$ cat src/rtl/sls_pkg.sv
package sls_pkg;
  localparam int unsigned DIV_SEL_W  = 2;
  localparam int unsigned MIN_PERIOD = 4;
  localparam int unsigned MAX_PERIOD = MIN_PERIOD << ((1 << DIV_SEL_W) - 1);

  typedef struct packed {
    logic refresh_en;
    logic no_latch;
  } sls_mode_t;

  function automatic int unsigned period_of(input logic [DIV_SEL_W-1:0] sel);
    return MIN_PERIOD << sel;
  endfunction
endpackage

$ cat src/rtl/sls_regs.sv
module sls_regs
  import sls_pkg::*;
#(
  parameter int NBITS = 17,
  parameter int DLYW  = 4
) (
  input  logic                 clk,
  input  logic                 rst,
  input  logic                 data_we,
  input  logic [NBITS-1:0]     data_wdata,
  input  logic                 mode_we,
  input  sls_mode_t            mode_wdata,
  input  logic                 cfg_we,
  input  logic [DIV_SEL_W-1:0] cfg_div,
  input  logic [DLYW-1:0]      cfg_dly,
  input  logic [NBITS-1:0]     pwm_vec,
  input  logic                 busy_i,
  output logic [NBITS-1:0]     data_q,
  output sls_mode_t            mode_q,
  output logic [DIV_SEL_W-1:0] div_q,
  output logic [DLYW-1:0]      dly_q,
  output logic                 start_o,
  output logic [NBITS-1:0]     start_val_o
);
  logic [NBITS-1:0] pwm_q;
  logic             sw_go;
  logic             pwm_go;

  always_comb begin
    sw_go       = data_we && !busy_i;
    pwm_go      = mode_q.refresh_en && !busy_i && !data_we && (pwm_q != data_q);
    start_o     = sw_go || pwm_go;
    start_val_o = sw_go ? data_wdata : pwm_q;
  end

  always_ff @(posedge clk) begin
    if (rst) begin
      pwm_q  <= '0;
      data_q <= '0;
      mode_q <= '0;
      div_q  <= '0;
      dly_q  <= '0;
    end else begin
      pwm_q <= pwm_vec;
      if (start_o) data_q <= start_val_o;
      if (mode_we && !busy_i) mode_q <= mode_wdata;
      if (cfg_we) begin
        div_q <= cfg_div;
        dly_q <= cfg_dly;
      end
    end
  end

  assert_busy_data_hold_R6: assert property (@(posedge clk) disable iff (rst)
    (busy_i && data_we) |=> $stable(data_q));

  assert_busy_mode_hold_R7: assert property (@(posedge clk) disable iff (rst)
    (busy_i && mode_we) |=> $stable(mode_q));
endmodule

$ cat src/rtl/sls_shifter.sv
module sls_shifter
  import sls_pkg::*;
#(
  parameter int NBITS = 17,
  parameter int DLYW  = 4
) (
  input  logic                 clk,
  input  logic                 rst,
  input  logic                 start_i,
  input  logic [NBITS-1:0]     start_val_i,
  input  logic [DIV_SEL_W-1:0] div_i,
  input  logic [DLYW-1:0]      dly_i,
  input  logic                 no_latch_i,
  output logic                 busy_o,
  output logic                 sclk_o,
  output logic                 sdo_o,
  output logic                 latch_o
);
  localparam int CNTW = $clog2(MAX_PERIOD);
  localparam int BITW = $clog2(NBITS);

  logic             busy_q, sclk_q, sdo_q, latch_q, nolatch_q;
  logic [NBITS-1:0] sh_q;
  logic [CNTW-1:0]  off_q, last_q, rise_q, half_q;
  logic [BITW-1:0]  bit_q;
  logic [CNTW-1:0]  half_c, rise_c, last_c, nxt;

  always_comb begin
    int unsigned per, half, de;
    per    = period_of(div_i);
    half   = per / 2;
    de     = (int'(dly_i) > half - 1) ? half - 1 : int'(dly_i);
    half_c = CNTW'(half);
    rise_c = CNTW'(half - 1 - de);
    last_c = CNTW'(per - 1);
    nxt    = off_q + 1'b1;
  end

  function automatic logic high_at(input logic [CNTW-1:0] o, input logic [CNTW-1:0] r,
                                   input logic [CNTW-1:0] h);
    return (o >= r) && ({1'b0, o} < ({1'b0, r} + {1'b0, h}));
  endfunction

  always_ff @(posedge clk) begin
    if (rst) begin
      busy_q    <= 1'b0;
      sclk_q    <= 1'b0;
      sdo_q     <= 1'b0;
      latch_q   <= 1'b0;
      nolatch_q <= 1'b0;
      sh_q      <= '0;
      off_q     <= '0;
      last_q    <= '0;
      rise_q    <= '0;
      half_q    <= '0;
      bit_q     <= '0;
    end else begin
      latch_q <= 1'b0;
      if (start_i) begin
        busy_q    <= 1'b1;
        sh_q      <= start_val_i << 1;
        sdo_q     <= start_val_i[NBITS-1];
        off_q     <= '0;
        bit_q     <= '0;
        half_q    <= half_c;
        rise_q    <= rise_c;
        last_q    <= last_c;
        nolatch_q <= no_latch_i;
        sclk_q    <= (rise_c == '0);
      end else if (busy_q) begin
        if (off_q == last_q) begin
          if (bit_q == BITW'(NBITS - 1)) begin
            busy_q  <= 1'b0;
            sclk_q  <= 1'b0;
            sdo_q   <= 1'b0;
            latch_q <= !nolatch_q;
          end else begin
            off_q  <= '0;
            bit_q  <= bit_q + 1'b1;
            sdo_q  <= sh_q[NBITS-1];
            sh_q   <= sh_q << 1;
            sclk_q <= (rise_q == '0);
          end
        end else begin
          off_q  <= nxt;
          sclk_q <= high_at(nxt, rise_q, half_q);
        end
      end
    end
  end

  assign busy_o  = busy_q;
  assign sclk_o  = sclk_q;
  assign sdo_o   = sdo_q;
  assign latch_o = latch_q;

  assert_start_when_idle_R2: assert property (@(posedge clk) disable iff (rst)
    start_i |-> !busy_q);

  assert_idle_lines_low_R8: assert property (@(posedge clk) disable iff (rst)
    !busy_q |-> (!sclk_q && !sdo_q));

  assert_latch_outside_busy_R9: assert property (@(posedge clk) disable iff (rst)
    latch_q |-> !busy_q);

  assert_all_bits_sent_R3: assert property (@(posedge clk) disable iff (rst)
    $fell(busy_q) |-> ($past(bit_q) == BITW'(NBITS - 1)));
endmodule

$ cat src/rtl/serial_led_shifter.sv
module serial_led_shifter
  import sls_pkg::*;
#(
  parameter int NBITS = 17,
  parameter int DLYW  = 4
) (
  input  logic                 clk,
  input  logic                 rst,
  input  logic                 data_we,
  input  logic [NBITS-1:0]     data_wdata,
  input  logic                 mode_we,
  input  logic [1:0]           mode_wdata,
  input  logic                 cfg_we,
  input  logic [DIV_SEL_W-1:0] cfg_div,
  input  logic [DLYW-1:0]      cfg_dly,
  input  logic [NBITS-1:0]     pwm_vec,
  output logic [31:0]          status_word,
  output logic [1:0]           mode_rd,
  output logic                 sr_clk,
  output logic                 sr_data,
  output logic                 sr_latch
);
  logic [NBITS-1:0]     data_q, start_val;
  sls_mode_t            mode_q;
  logic [DIV_SEL_W-1:0] div_q;
  logic [DLYW-1:0]      dly_q;
  logic                 start, busy;

  sls_regs #(.NBITS(NBITS), .DLYW(DLYW)) regs_i (
    .clk(clk), .rst(rst),
    .data_we(data_we), .data_wdata(data_wdata),
    .mode_we(mode_we), .mode_wdata(sls_mode_t'(mode_wdata)),
    .cfg_we(cfg_we), .cfg_div(cfg_div), .cfg_dly(cfg_dly),
    .pwm_vec(pwm_vec), .busy_i(busy),
    .data_q(data_q), .mode_q(mode_q), .div_q(div_q), .dly_q(dly_q),
    .start_o(start), .start_val_o(start_val)
  );

  sls_shifter #(.NBITS(NBITS), .DLYW(DLYW)) shift_i (
    .clk(clk), .rst(rst),
    .start_i(start), .start_val_i(start_val),
    .div_i(div_q), .dly_i(dly_q), .no_latch_i(mode_q.no_latch),
    .busy_o(busy), .sclk_o(sr_clk), .sdo_o(sr_data), .latch_o(sr_latch)
  );

  assign status_word = {busy, {(31 - NBITS){1'b0}}, data_q};
  assign mode_rd     = mode_q;
endmodule

$ cat config.mk
export PLATFORM = sky130hd
export DESIGN_NAME = serial_led_shifter
export DESIGN_NICKNAME = d
export VERILOG_FILES = /design/src/rtl/sls_pkg.sv /design/src/rtl/sls_regs.sv /design/src/rtl/sls_shifter.sv /design/src/rtl/serial_led_shifter.sv
export SDC_FILE = /design/constraint.sdc
export NUM_CORES = 1
export LEC_CHECK = 0
export ABC_CLOCK_PERIOD_IN_PS = 3250
export BUFFER_PORTS_ARGS = -buffer_cell sky130_fd_sc_hd__buf_4
export CELL_PAD_IN_SITES_DETAIL_PLACEMENT = 2
export CELL_PAD_IN_SITES_GLOBAL_PLACEMENT = 2
export CORE_MARGIN = 2
export CORE_UTILIZATION = 31
export DETAILED_ROUTE_END_ITERATION = 10
export PLACE_DENSITY_LB_ADDON = 0.1
export REMOVE_ABC_BUFFERS = 1
export SETUP_SLACK_MARGIN = 0.5
export SYNTH_ARGS = -nofsm -noshare
export SYNTH_HDL_FRONTEND = slang
export SYNTH_HIERARCHICAL = 1
export SYNTH_SLANG_ARGS = --single-unit
$ cat constraint.sdc
create_clock -name clk -period 3.25 [get_ports clk]
set_input_delay 0.65 -clock clk [delete_from_list [all_inputs] [get_ports clk]]
set_output_delay 0.65 -clock clk [all_outputs]
set_load 0.01 [all_outputs]
==> results of run 1 <==
==> logic make-up (layout without fill, tap and decap cells) <==
group,Yosys count,after routing,synth area share
mux,37,37,0.0856
buf+inv,90,149,0.107
compound gates,76,76,0.154
fa+ha+maj,24,24,0.0656
flops,85,85,0.363
xor+xnor,31,31,0.0579
other cells,1,14,0.000799
simple gates,156,156,0.166
==> power by group through the flow <==
stage,combinational (uW),clock [uW],sequential (uW)
CTS,752,1110,1220
floorplan,427,0,1230
global placement,664,0,1240
global route,835,1160,1230
detailed placement,690,0,1240
finish,753,1070,1220
==> repair_timing <==
action                                  CTS  global route
buffers inserted                          9             1
endpoints found under the setup margin    4             3
resized for setup                        24             3
pin swaps                                15             9
==> sequential cells by signal, summed over array words and instances (netlist names) <==
| name | flops |
|---|---|
| shift_i/last_q | 4 |
| regs_i/div_q | 2 |
| regs_i/pwm_q | 17 |
| shift_i/busy_o | 1 |
| regs_i/mode_q | 2 |
| shift_i/half_q | 3 |
| shift_i/sdo_o | 1 |
| shift_i/sh_q | 16 |
| shift_i/rise_q | 5 |
| shift_i/nolatch_q | 1 |
| shift_i/bit_q | 5 |
| shift_i/latch_o | 1 |
| shift_i/off_q | 5 |
| regs_i/data_q | 17 |
| regs_i/dly_q | 4 |
| shift_i/sclk_o | 1 |
==> area by class of cell <==
class,instances,area share
clock buffer,13,0.0451
tap,184,0.0399
clock inverter,3,0.00760
timing repair buffer,87,0.118
inverter,46,0.0299
sequential,85,0.296
multi-input combinational,338,0.463
==> worst paths after layout <==
path | start | to
worst max-delay path | regs_i/div_q[0]$_SDFFE_PP0P_ | shift_i/sclk_o$_SDFFE_PP0P_
worst min-delay path | shift_i/nolatch_q$_SDFFE_PP0P_ | shift_i/latch_o$_SDFF_PP0_
worst max register to register | regs_i/div_q[0]$_SDFFE_PP0P_ | shift_i/sclk_o$_SDFFE_PP0P_
worst min register to register | shift_i/nolatch_q$_SDFFE_PP0P_ | shift_i/latch_o$_SDFF_PP0_
==> per-layer routing <==
| layer | part of all wire | global-route usage | vias to the layer above |
|---|---|---|---|
| met3 | 0.034 | 0.0448 | 21 |
| met5 | 0 | 0 | - |
| met2 | 0.54 | 0.336 | 64 |
| li1 | - | - | 1842 |
| met4 | 0.019 | 0.0524 | 0 |
| met1 | 0.40 | 0.195 | 1885 |
==> stage by stage <==
stage | utilization | cells | setup slack, ns
after detailed placement | 0.358 | 730 | 0.123
after global routing | 0.394 | 756 | 0.265
after CTS | 0.392 | 755 | 0.377
after global placement | 0.358 | 730 | 0.286
after floorplan | - | 469 | -0.397
final | 0.394 | 756 | 0.377
==> cell usage after synthesis, types with 2 or more instances <==
cell       number
a2111oi_2      13
a211oi_1        3
a21o_1          4
a21oi_1        17
a221oi_1        9
a221oi_2       10
a22oi_1         3
a31oi_1         2
buf_1           3
buf_12          3
buf_2           2
buf_4          15
buf_6           7
clkbuf_1       13
dfxtp_1        85
ha_1           23
inv_1          46
mux2_2         17
mux2_4          2
mux2i_1        18
nand2_1        14
nand2b_1        3
nand3_1         6
nand4_1         7
nor2_1         54
nor2b_1        20
nor3_1         31
nor3_2          2
nor4_1          6
o21a_1          2
o21ai_0         5
or2_2           4
or3_1           3
xnor2_1        23
xor2_1          8
==> results.sh, run 1 <==
export IMPL_synthArstFlopShare=0
export IMPL_cts_max_level=3
export IMPL_grt_remaining_overflow=0
export IMPL_slew_viol_final=0
export IMPL_ant_nets=0
export IMPL_cp_cell_sequence="or2_4 > ha_4 > a31oi_4 > a31oi_4 > o21ai_4 > buf_6 > mux2i_2 > ha_1 > o21a_1 > nor2_2 > xnor2_2 > nor4_2 > a211o_1"
export IMPL_worstSetupStartpointType="register"
export IMPL_r2r_slack_ns=0.38
export IMPL_yosys_area_top_type="dfxtp_1"
export IMPL_r2r_cells=13
export IMPL_grt_pass1_vias=4212
export IMPL_place_hpwl_um=9540
export IMPL_cp_num_cells=13
export IMPL_pwr_share_seq=0.400
export IMPL_initial_utilization=0.320
export IMPL_p_switching_uw=911
export IMPL_clockPowerShare=0.352
export IMPL_synth_cells=500
export IMPL_cts_root_buf="clkbuf_16"
export IMPL_synth_seq_cells=85
export IMPL_synthTopCellsByArea="dfxtp_1 (36%), ha_1 (6.1%), nor2_1 (4.3%), xnor2_1 (4.3%), a2111oi_2 (4.2%)"
export IMPL_p_leak_uw=0.00241
export IMPL_final_cell_mix="buf_4 (84), dfxtp_1 (83), nor2_1 (52)"
export IMPL_tns_ns=0
export IMPL_hold_buffers=0
export IMPL_io_pins=84
export IMPL_synth_area_mm2=0.00469
export IMPL_critPathMaxFanout=4
export IMPL_wl_per_cell_um=18.1
export IMPL_final_nets=638
export IMPL_synth_top_cell_area_share=0.363
export IMPL_end_kind="register"
export IMPL_grt_setup_unrepaired="yes"
export IMPL_cts_made_buffers=9
export IMPL_port_buffers=69
export IMPL_drive_gt1_frac=0.302
export IMPL_area_growth_pct=22.9
export IMPL_internal_power_uw=2130
export IMPL_critPathRequiredTime_ns=3.49
export IMPL_layout_commonest_cell="buf_4"
export IMPL_setup_violations=0
export IMPL_postLayoutCellArea_mm2=0.00577
export IMPL_min_path_cells=1
export IMPL_route_vias_total=3812
export IMPL_synth_ff_type="dfxtp_1"
export IMPL_die_h_um=127
export IMPL_drv_cap=0
export IMPL_fmax_mhz=348
export IMPL_cts_tree="built"
export IMPL_first_pass_iters=4
export IMPL_antenna_found_initial=0
export IMPL_ys_types=52
export IMPL_ys_seq_area_frac=0.363
export IMPL_cpMaxStageDelayCell="dfxtp_4"
export IMPL_hp_class="register to register"
export IMPL_finalCriticalPeriod_ns=2.87
export IMPL_gp_congestion=0.780
export IMPL_yosys_warnings=6
export IMPL_synth_area_per_cell_um2=9.38
export IMPL_fp_dieW_um=127
export IMPL_synth_edf_count=0
export IMPL_dieArea_mm2=0.0161
export IMPL_relSlewSlack=0.528
export IMPL_worstMarginPinSlew_ns=0.707
export IMPL_insertion_delay_ns=0.35
export IMPL_fill_cells=1631
export IMPL_holdWs_ns=0.444
export IMPL_p_per_area_mw_per_mm2=527
export IMPL_placed_area_mm2=0.00524
export IMPL_diodes=0
export IMPL_crit_path_frequent_cell="a31oi_4"
export IMPL_power_total_uw=3040
export IMPL_swShare=0.300
export IMPL_viasPerCell=5.04
export IMPL_ir_drop_v=0.000263
export IMPL_clock_sinks=85
export IMPL_cp_slowest_stage_delay_ns=0.36
export IMPL_rows=44
export IMPL_path_buf_inv=1
export IMPL_grt_start_max_net_pins=63
export IMPL_clock_skew_ns=0.00867
export IMPL_cts_buffer_depth=2
export IMPL_grt_first_pass_wirelength_um=22200
export IMPL_ff_latch_area_mm2=0.00171
export IMPL_hold_viol=0
export IMPL_multi_input_comb_area_mm2=0.00267
export IMPL_criticalPathCategory="register to register"
export IMPL_clkTransAtPathRegs_ns=0.06
export IMPL_drt_total_wl_um=13700
export IMPL_combPwrFrac=0.248
export IMPL_grtUsageTotal=0.177
export IMPL_arrival_ns=3.11
export IMPL_core_area_mm2=0.0146
export IMPL_outcome="completed"
export IMPL_drtIter0Drc=124
export IMPL_drc=0
export IMPL_final_period_utilization=0.884
export IMPL_critPathTopFamily="compound AO/OA/AOI/OAI gates"
Note: power is estimated with default switching activity, not from simulation.
==> run 2, diff against run 1 <==
--- a/config.mk
+++ b/config.mk
@@ -13,7 +13,6 @@
 export CORE_UTILIZATION = 31
 export DETAILED_ROUTE_END_ITERATION = 10
 export PLACE_DENSITY_LB_ADDON = 0.1
-export REMOVE_ABC_BUFFERS = 1
 export SETUP_SLACK_MARGIN = 0.5
 export SYNTH_ARGS = -nofsm -noshare
 export SYNTH_HDL_FRONTEND = slang
==> run 2 against run 1 <==
  * Clock power about the same
  * First-iteration DRC count is 0.81% higher
  * Worst setup slack lost 0.14 ns
  * Cell area increased by 0.82%
  * Utilization up 0.32 points
  * Global-route usage shrank 0.14 points
  * Critical path type unchanged
  * Critical endpoint unchanged
  * Largest cell class unchanged
  * Highest routed layer unchanged
==> results.sh, run 2 (same netlist as run 1, synthesis figures left out) <==
export IMPL_dieArea_mm2=0.0161
export IMPL_diodes=0
export IMPL_drive_gt1_frac=0.315
export IMPL_first_pass_iters=4
export IMPL_cts_max_level=3
export IMPL_hp_class="register to register"
export IMPL_arrival_ns=3.24
export IMPL_grt_first_pass_wirelength_um=22400
export IMPL_worstMarginPinSlew_ns=0.964
export IMPL_fmax_mhz=332
export IMPL_ff_latch_area_mm2=0.00171
export IMPL_multi_input_comb_area_mm2=0.00269
export IMPL_area_growth_pct=23.9
export IMPL_cts_tree="built"
export IMPL_worstSetupStartpointType="register"
export IMPL_criticalPathCategory="register to register"
export IMPL_p_leak_uw=0.00243
export IMPL_top_layer="met4"
export IMPL_top_regs="regs_i/data_q (17), regs_i/pwm_q (17), shift_i/sh_q (16)"
export IMPL_cts_made_buffers=9
export IMPL_antenna_found_initial=0
export IMPL_tns_ns=0
export IMPL_insertion_delay_ns=0.35
export IMPL_outcome="completed"
export IMPL_core_area_mm2=0.0146
export IMPL_initial_utilization=0.320
export IMPL_ant_nets=0
export IMPL_viasPerCell=4.99
export IMPL_wl_per_cell_um=18.4
export IMPL_cts_buffer_depth=2
export IMPL_holdWs_ns=0.432
export IMPL_clock_skew_ns=0.0103
export IMPL_drtIter0Drc=125
export IMPL_drt_total_wl_um=14000
export IMPL_clkTransAtPathRegs_ns=0.07
export IMPL_relSlewSlack=0.358
export IMPL_grt_remaining_overflow=0
export IMPL_critPathMaxFanout=8
export IMPL_drv_cap=0
export IMPL_hold_viol=0
export IMPL_drc=0
export IMPL_fp_dieW_um=127
export IMPL_clock_sinks=85
export IMPL_wl_met2_um=7340
export IMPL_grt_start_max_net_pins=74
export IMPL_fill_cells=1620
export IMPL_die_h_um=127
export IMPL_final_nets=643
export IMPL_critPathRequiredTime_ns=3.48
export IMPL_power_total_uw=3060
export IMPL_grtUsageTotal=0.176
export IMPL_port_buffers=69
export IMPL_wl_met1_um=6110
export IMPL_final_period_utilization=0.928
export IMPL_end_kind="register"
export IMPL_ir_drop_v=0.000258
export IMPL_cts_root_buf="clkbuf_16"
export IMPL_finalCriticalPeriod_ns=3.02
export IMPL_layout_commonest_cell="buf_4"
export IMPL_grt_setup_unrepaired="yes"
export IMPL_hold_buffers=0
export IMPL_place_hpwl_um=9710
export IMPL_setup_violations=0
export IMPL_rows=44
export IMPL_grt_pass1_vias=4133
export IMPL_gp_congestion=0.802
export IMPL_p_per_area_mw_per_mm2=526
export IMPL_slew_viol_final=0
export IMPL_route_vias_total=3799
export IMPL_final_cell_mix="buf_4 (88), dfxtp_1 (83), nor2_1 (52)"
export IMPL_io_pins=84
export IMPL_met3_length_um=432
[run 2: changes by cell type in the layout (fill, tap and decap cells not counted), sizes merged]
| cell | change |
|---|---|
| buf | +5 |
| clkinv | +1 |
| clkinvlp | +1 |
| clkbuf | -2 |
[run 2: metrics by stage]
step | util | cells | worst slack, ns | cell area, um2
floorplan | - | 513 | 0.485 | 4780
global placement | 0.358 | 729 | 0.278 | 5240
detailed placement | 0.358 | 729 | 0.0188 | 5240
CTS | 0.388 | 756 | 0.355 | 5680
global route | 0.397 | 761 | 0.141 | 5810
finish | 0.397 | 761 | 0.235 | 5810
[run 2: power breakdown]
group	internal, uW	leakage [uW]	switching (uW)
Clock	619	0.000146	444
Sequential	1130	0.000703	82.7
Combinational	370	0.00158	412
Total	2120	0.00243	938
[run 2: worst max-delay path, stage by stage, from the launching register on]
cell	delay, ns
dfxtp_4	0.38
nand2_2	0.14
inv_1	0.06
ha_1	0.35
nor3b_2	0.36
o21ai_4	0.14
buf_6	0.14
mux2_4	0.30
ha_4	0.17
nand2b_4	0.15
a21oi_4	0.18
xor2_2	0.20
nor4_2	0.08
a211o_1	0.23
[run 2: path summary, 6_finish.rpt]
check,start,endpoint,slack [ns],depth (start not counted)
min reg2reg,shift_i/nolatch_q$_SDFFE_PP0P_,shift_i/latch_o$_SDFF_PP0_,0.43,1
max,regs_i/div_q[0]$_SDFFE_PP0P_,shift_i/sclk_o$_SDFFE_PP0P_,0.23,13
min,shift_i/nolatch_q$_SDFFE_PP0P_,shift_i/latch_o$_SDFF_PP0_,0.43,1
max reg2reg,regs_i/div_q[0]$_SDFFE_PP0P_,shift_i/sclk_o$_SDFFE_PP0P_,0.23,13
[run 2: final cells by class]
type / count / share of cell area
Clock buffer: 11 / 0.0418
Sequential cell: 85 / 0.294
Timing Repair Buffer: 92 / 0.121
Clock inverter: 5 / 0.0103
Inverter: 46 / 0.0297
Tap cell: 184 / 0.0396
Multi-Input combinational cell: 338 / 0.463
[run 2: metal layers]
metal / GRT usage / up-vias
met5: 0 / -
met4: 0.0375 / 0
met3: 0.0410 / 11
met2: 0.324 / 55
met1: 0.209 / 1887
li1: - / 1846
[run 2: timing repair]
action / CTS / global route
pin swaps: 13 / 11
buffers inserted: 11 / 5
setup endpoints to repair: 4 / 12
cloned: 0 / 0
resized for setup: 11 / 18
==> run 3, diff against run 2 <==
--- a/config.mk
+++ b/config.mk
@@ -13,7 +13,7 @@
 export CORE_UTILIZATION = 31
 export DETAILED_ROUTE_END_ITERATION = 10
 export PLACE_DENSITY_LB_ADDON = 0.1
-export SETUP_SLACK_MARGIN = 0.5
+export SETUP_SLACK_MARGIN = 0.1
 export SYNTH_ARGS = -nofsm -noshare
 export SYNTH_HDL_FRONTEND = slang
 export SYNTH_HIERARCHICAL = 1
==> run 3 against run 2 <==
  * Sequential share of layout area up 0.90 points
  * Critical endpoint unchanged
  * Utilization down 1.3 points
  * Clock skew down 0.0014 ns
  * Largest power group is now the clock network
  * Cell area down 3.3%
  * Critical path depth down 1
  * Die area unchanged
  * Critical path type unchanged
  * Count of clock-buffer cells in the layout unchanged
==> results.sh, run 3 (same netlist as run 1, synthesis figures left out) <==
export IMPL_outcome="completed"
export IMPL_critPathRequiredTime_ns=3.49
export IMPL_critPathTopFamily="compound AO/OA/AOI/OAI gates"
export IMPL_hold_viol=0
export IMPL_port_buffers=69
export IMPL_drc=0
export IMPL_r2r_start="regs_i/div_q[1]$_SDFFE_PP0P_"
export IMPL_p_per_area_mw_per_mm2=559
export IMPL_crit_path_frequent_cell="ha_1"
export IMPL_final_cell_mix="dfxtp_1 (83), buf_4 (79), nor2_1 (53)"
export IMPL_setup_violations=0
export IMPL_drtIter0Drc=175
export IMPL_cts_max_level=3
export IMPL_dieArea_mm2=0.0161
export IMPL_path_buf_inv=0
export IMPL_clkTransAtPathRegs_ns=0.07
export IMPL_io_pins=84
export IMPL_end_kind="register"
export IMPL_critPathLaunch="regs_i/div_q[1]$_SDFFE_PP0P_"
export IMPL_gp_congestion=0.755
export IMPL_ant_nets=0
export IMPL_top_layer="met4"
export IMPL_layout_commonest_cell="dfxtp_1"
export IMPL_wl_met2_um=7250
export IMPL_drv_cap=0
export IMPL_instances_no_fill=748
export IMPL_grt_setup_unrepaired="no"
export IMPL_worstSetupStartpointType="register"
export IMPL_holdWs_ns=0.462
export IMPL_antenna_found_initial=0
export IMPL_route_vias_total=3715
export IMPL_insertion_delay_ns=0.35
export IMPL_cp_num_cells=12
export IMPL_met3_length_um=326
export IMPL_final_period_utilization=0.927
export IMPL_top_regs="regs_i/data_q (17), regs_i/pwm_q (17), shift_i/sh_q (16)"
export IMPL_cts_made_buffers=9
export IMPL_drt_total_wl_um=13600
export IMPL_cpMaxStageDelayCell="mux2_2"
export IMPL_r2r_cells=12
export IMPL_viasPerCell=4.97
export IMPL_worstMarginPinSlew_ns=0.834
export IMPL_first_pass_iters=4
export IMPL_finalCriticalPeriod_ns=3.01
export IMPL_initial_utilization=0.320
export IMPL_cts_buffer_depth=2
export IMPL_clock_skew_ns=0.00892
export IMPL_cp_cell_sequence="or2_4 > ha_1 > a31oi_2 > a31oi_1 > o21ai_1 > mux2_2 > ha_1 > nand2b_1 > a21oi_1 > xor2_1 > nor4_2 > a211o_1"
export IMPL_grt_start_max_net_pins=63
export IMPL_min_path_cells=1
export IMPL_grt_remaining_overflow=0
export IMPL_dp_cells=731
export IMPL_grt_first_pass_wirelength_um=21800
export IMPL_clock_sinks=85
export IMPL_grtUsageTotal=0.172
export IMPL_slew_viol_final=0
export IMPL_grt_pass1_vias=4071
export IMPL_p_leak_uw=0.00237
export IMPL_final_nets=630
export IMPL_area_growth_pct=19.9
export IMPL_fp_dieW_um=127
export IMPL_min_from="shift_i/nolatch_q$_SDFFE_PP0P_"
export IMPL_criticalPathCategory="register to register"
export IMPL_drive_gt1_frac=0.277
export IMPL_tns_ns=0
export IMPL_relSlewSlack=0.444
export IMPL_ir_drop_v=0.000268
export IMPL_rows=44
export IMPL_wl_per_cell_um=18.1
export IMPL_arrival_ns=3.25
export IMPL_core_area_mm2=0.0146
export IMPL_cts_tree="built"
export IMPL_wl_met1_um=5820
export IMPL_hp_class="register to register"
export IMPL_critPathMaxFanout=7
export IMPL_diodes=0
export IMPL_cp_slowest_stage_delay_ns=0.36
export IMPL_fmax_mhz=332
export IMPL_place_hpwl_um=10100
export IMPL_die_h_um=127
export IMPL_cts_root_buf="clkbuf_16"
run 3: changes by cell type in the layout (fill, tap and decap cells not counted), sizes merged:
cell      before  now
buf           92   79
bufinv         1    3
clkinv         3    2
clkinvlp       1    0
run 3: repair_timing:
action	in CTS	in global routing
pin swaps	1	2
hold buffers	0	0
gates resized for setup	1	9
gates cloned	0	0
setup endpoints to repair	1	3
setup buffers	1	0
run 3: power breakdown:
part	internal, uW	switching (uW)	total (uW)	leakage [uW]
registers	1130	80.5	1210	0.000702
clock network	776	446	1220	0.000170
logic	326	382	708	0.00150
run 3: through the flow:
step                      power (uW)  utilization  instance area (um2)  setup WS [ns]
after global routing            3310        0.384                 5620          0.130
after floorplan                 1720            -                 4740          0.143
after CTS                       3180        0.381                 5590          0.104
final                           3140        0.384                 5620          0.237
after global placement          1900        0.357                 5230          0.262
after detailed placement        1930        0.357                 5230          0.117
run 3: path summary, 6_finish.rpt:
path / endpoint / slack [ns]
worst max-delay path: shift_i/sclk_o$_SDFFE_PP0P_ / 0.24
worst min-delay path: shift_i/latch_o$_SDFF_PP0_ / 0.46
worst max register to register: shift_i/sclk_o$_SDFFE_PP0P_ / 0.24
worst min register to register: shift_i/latch_o$_SDFF_PP0_ / 0.46
run 3: layer usage:
layer | track usage | vias up
li1 | - | 1818
met1 | 0.205 | 1836
met2 | 0.316 | 51
met3 | 0.0348 | 10
met4 | 0.0485 | 0
met5 | 0 | -
run 3: area by class of cell:
type	instances	area, um2
inverters	46	173
flip-flops and latches	85	1700
repair buffers	79	593
well taps	184	230
multi-input cells	338	2570
fillers	1615	9020
clock buffers	11	243
clock inverters	5	108
